$ cat config.mk
export PLATFORM = sky130hd
export DESIGN_NAME = periodic_rate_gen
export DESIGN_NICKNAME = d
export VERILOG_FILES = /design/src/rtl/periodic_rate_gen.sv
export SDC_FILE = /design/constraint.sdc
export NUM_CORES = 1
export LEC_CHECK = 0
export BUFFER_PORTS_ARGS = -buffer_cell sky130_fd_sc_hd__buf_2
export CAP_MARGIN = 5
export CORE_ASPECT_RATIO = 0.9
export CORE_MARGIN = 4
export CORE_UTILIZATION = 35
export CTS_CLUSTER_SIZE = 12
export DETAILED_ROUTE_END_ITERATION = 16
export HOLD_SLACK_MARGIN = 0.1
export MAX_ROUTING_LAYER = met4
export PLACE_DENSITY = 0.52
export SETUP_SLACK_MARGIN = 0.15
export SKIP_CTS_REPAIR_TIMING = 1
export SYNTH_ARGS = -nofsm -noshare
export SYNTH_HDL_FRONTEND = slang
export SYNTH_SLANG_ARGS = --single-unit
$ cat constraint.sdc
create_clock -name clk -period 3.93 [get_ports clk]
set_input_delay 0.393 -clock clk [delete_from_list [all_inputs] [get_ports clk]]
set_output_delay 0.393 -clock clk [all_outputs]
set_load 0.005 [all_outputs]
$ cat src/rtl/periodic_rate_gen.sv
module periodic_rate_gen #(
  parameter int unsigned DIV_W = 14
) (
  input  logic       clk,
  input  logic       rst_n,
  input  logic       tick32k_i,
  input  logic [3:0] rate_sel_i,
  input  logic       sqw_en_i,
  input  logic       pie_en_i,
  input  logic       pass32k_i,
  input  logic       div_rst_i,
  output logic       sqw_o,
  output logic       pflag_set_o,
  output logic       irq_o
);

  localparam logic [DIV_W-1:0] ONE = {{(DIV_W-1){1'b0}}, 1'b1};

  logic [DIV_W-1:0] cnt_q;
  logic [3:0]       tap;
  logic [DIV_W-1:0] mask;
  logic             rate_on, wrap;
  logic             pf_q, irq_q;

  always_comb begin
    case (rate_sel_i)
      4'd0:    tap = 4'd0;
      4'd1:    tap = 4'd6;
      4'd2:    tap = 4'd7;
      default: tap = rate_sel_i - 4'd2;
    endcase
  end

  assign rate_on = (rate_sel_i != 4'd0);
  assign mask    = (ONE << (tap + 4'd1)) - ONE;
  assign wrap    = tick32k_i && rate_on && ((cnt_q & mask) == mask);

  always_ff @(posedge clk or negedge rst_n) begin
    if (!rst_n) begin
      cnt_q <= '0;
      pf_q  <= 1'b0;
      irq_q <= 1'b0;
    end else if (div_rst_i) begin
      cnt_q <= '0;
      pf_q  <= 1'b0;
      irq_q <= 1'b0;
    end else begin
      if (tick32k_i) cnt_q <= cnt_q + ONE;
      pf_q  <= wrap;
      irq_q <= wrap && pie_en_i;
    end
  end

  assign pflag_set_o = pf_q;
  assign irq_o       = irq_q;
  assign sqw_o       = sqw_en_i && (pass32k_i ? tick32k_i : (rate_on && cnt_q[tap]));

  assert_pulse_single_R5: assert property (@(posedge clk) disable iff (!rst_n)
    pflag_set_o |=> !pflag_set_o);

  assert_irq_needs_flag_R6: assert property (@(posedge clk) disable iff (!rst_n)
    irq_o |-> pflag_set_o);

  assert_rate0_quiet_R1: assert property (@(posedge clk) disable iff (!rst_n)
    (rate_sel_i == 4'd0) |=> !pflag_set_o);

  assert_divrst_quiet_R10: assert property (@(posedge clk) disable iff (!rst_n)
    div_rst_i |=> (!pflag_set_o && cnt_q == '0));

  assert_hold_no_tick_R9: assert property (@(posedge clk) disable iff (!rst_n)
    (!tick32k_i && !div_rst_i) |=> $stable(cnt_q));

endmodule

==> reports/qor.txt <==
outcome: completed
first-pass GRT wire length: 8070 µm
final net count: 247
Pwr Density: 247 nW/µm²
count of pins over their slew limit: 0
Worst Path Buf+Inv: 2
synth unique cells: 62
# rows: 24
RSZ-0062 raised after global routing: false
Layout area overhead: 5.22%
post-synth top area cell: dfrtp_1
fin crit period: 2970 ps
GRT Total Usage: 17.4%
CTS clock-pin slew for the worst setup and hold paths: 60 ps
Critical-path top delay cell: o311ai_1
Die W: 82.5 µm
area of the multi-input gates: 1170 µm²
setup TNS: 0 ps
Critical Path AT: 3090 ps
Final Non-Filler Cells: 297
die height: 75.1 µm
# diodes: 0
Post-DRT Antenna Nets: 0
Setup-failing EPs final: 0
number of global-route vias before repair: 1623
M3 GR Usage: 3.71%
CTS tree: yes
leak pwr: 0.730 nW
initial antenna violation count: 0
core box area: 4830 µm²
vias per inst: 5.86
Max stage delay on crit path: 410 ps
Peak VDD IR: 97.8 µV
Switch Pwr: 0.146 mW
Gate power share: 29.9%
most common cell after layout, fill and taps aside: nor2_1
Tightest Pin Transition: 607 ps
Design Power: 0.454 mW
H-tree levels: 1
post-synthesis sequential area ratio: 22.9%
Final GP Congestion: 0.902
period utilisation layout: 75.6%
largest delay contributor family on the critical path: compound AO/OA/AOI/OAI gates
Top FF cell, synth: dfrtp_1
initial core utilization: 36.2%
share of cells above drive strength 1: 13.8%
GR Util met2: 25.1%
Highest Clock Rate: 0.336 GHz
maxcap violations: 0
final global-route overflow total: 0
WS Path Type: input port to register
total CTS buffers: 3
fillcell total: 480
commonest non-fill, non-tap cells in the layout: 31 x nor2_1, 22 x nand2_1, 16 x dfrtp_1
post-synthesis net count: 244
Inst Count DP: 292
Startpoint Class: input port
Clock Latency Late Sink: 250 ps
Pint: 0.308 mW
DRT iter0 DRCs: 265
Clock Power Share: 32.4%
Slew HR: 59.2%
CP max FO: 17
clk sinks: 16
register area: 400 µm²
Mapped Cells: 230
crit-path cells: buf_2 -> inv_1 -> ha_1 -> nor2_1 -> a21o_1 -> a31oi_1 -> or2_2 -> ha_1 -> o311ai_0 -> a31oi_1 -> and3_2 -> o311ai_1 -> nor3b_1
grt met1 use: 24.3%
Hold Crit Class: input port to register
number of buffers added on ports: 13
clock root buffer: clkbuf_8
worst setup margin: 958 ps
type of destination of the critical path: register
largest cells by area after synthesis: dfrtp_1 23%, nor2_1 6.7%, nand2_1 4.7%
Ports: 14
die area: 6190 µm²
CTS max path bufs: 2
GR peak layer: met2
WHS: 374 ps
Post-synth EDFFs: 0
Switching Share: 32.2%
synthesized area: 1750 µm²
sequential fraction of design power: 37.7%
Synth async-reset ratio: 100%
DP HPWL: 3460 µm
total wire length: 4750 µm
Setup Skew: 2.28 ps
Data required, critical path: 4050 ps
Synth Register Bits: 16
Synth warnings: 0
drt first pass iters: 5
via count: 1740
worst slack at placement: 704 ps
Fin. Hold Viols: 0
Synth top area share: 22.9%
syn avg cell area: 7.61 µm²
mean routed wirelength per cell: 16.0 µm
Residual DRC: 0
pin count of the biggest net entering global routing: 30
worst min-delay path: stages:
cell and delay (ps):
buf_2 90, inv_1 60, nor4b_2 40
cell usage after synthesis, types with 2 or more instances:
cell type,instances
o2111ai_1,2
nand2_1,22
o221ai_1,3
nand4_1,7
a32oi_1,4
a31oi_1,7
clkbuf_1,3
nor4_1,2
or3_1,2
a211o_1,2
nor2b_1,3
nor3_1,3
xor2_1,8
nand2b_1,6
o31ai_1,4
o211ai_1,2
nor2_1,31
buf_2,5
ha_1,3
nand3_1,5
buf_4,3
and4_1,2
inv_1,9
a21oi_1,12
xnor2_1,5
and2_1,4
dfrtp_1,16
o21ai_0,11
nor3b_1,3
or2_2,2
a21o_1,2
buf_6,7
area by class of cell:
cell class	instances	share of cell area, %
multi-input combinational	186	63.7
timing repair buffer	17	5.30
inverter	9	1.84
tap	65	4.42
clock buffer	4	2.99
sequential	16	21.8
cells by family (layout without fill, tap and decap cells):
group | Yosys count | in the layout | synth area share [%]
XOR/XNOR | 13 | 13 | 6.51
adder cells (fa/ha/maj) | 3 | 3 | 2.15
AO/OA/AOI/OAI | 64 | 64 | 25.8
buffers and inverters | 28 | 30 | 10.1
flip-flops | 16 | 16 | 22.9
AND/OR/NAND/NOR | 105 | 105 | 32.0
multiplexers | 1 | 1 | 0.572
path summary, 6_finish.rpt:
check	slack, ps	startpoint	to	cells after the start
max	960	rate_sel_i[2]	pflag_set_o	13
min	370	pie_en_i	irq_o	3
max reg2reg	2170	cnt_q[3]	cnt_q[13]	6
min reg2reg	610	cnt_q[13]	cnt_q[13]	2
max in group asynchronous	3090	rst_n	cnt_q[4]	2
min in group asynchronous	580	rst_n	cnt_q[5]	2
power by group through the flow:
| stage | sequential, mW | clock [mW] | combinational, mW |
|---|---|---|---|
| floorplan | 0.172 | 0 | 0.107 |
| global placement | 0.174 | 0 | 0.136 |
| detailed placement | 0.174 | 0 | 0.132 |
| CTS | 0.171 | 0.150 | 0.133 |
| global route | 0.171 | 0.158 | 0.152 |
| finish | 0.171 | 0.147 | 0.136 |
registers in the layout, summed over array words and instances, names as in the netlist:
| register | count |
|---|---|
| cnt_q | 14 |
| irq_o | 1 |
| pflag_set_o | 1 |
metal layers:
| metal | part of all wire (%) | up-vias |
|---|---|---|
| li1 | - | 850 |
| met1 | 45 | 802 |
| met2 | 45 | 76 |
| met3 | 7.4 | 12 |
| met4 | 2.4 | 0 |
| met5 | 0 | - |
per-stage QoR:
| step | area, µm² | utilization [%] |
|---|---|---|
| after global placement | 1780 | 36.7 |
| after floorplan | 1750 | - |
| after CTS | 1830 | 37.9 |
| final | 1840 | 38.1 |
| after detailed placement | 1780 | 36.7 |
| after global routing | 1840 | 38.1 |
No activity file was read; power rests on OpenSTA's default activity.
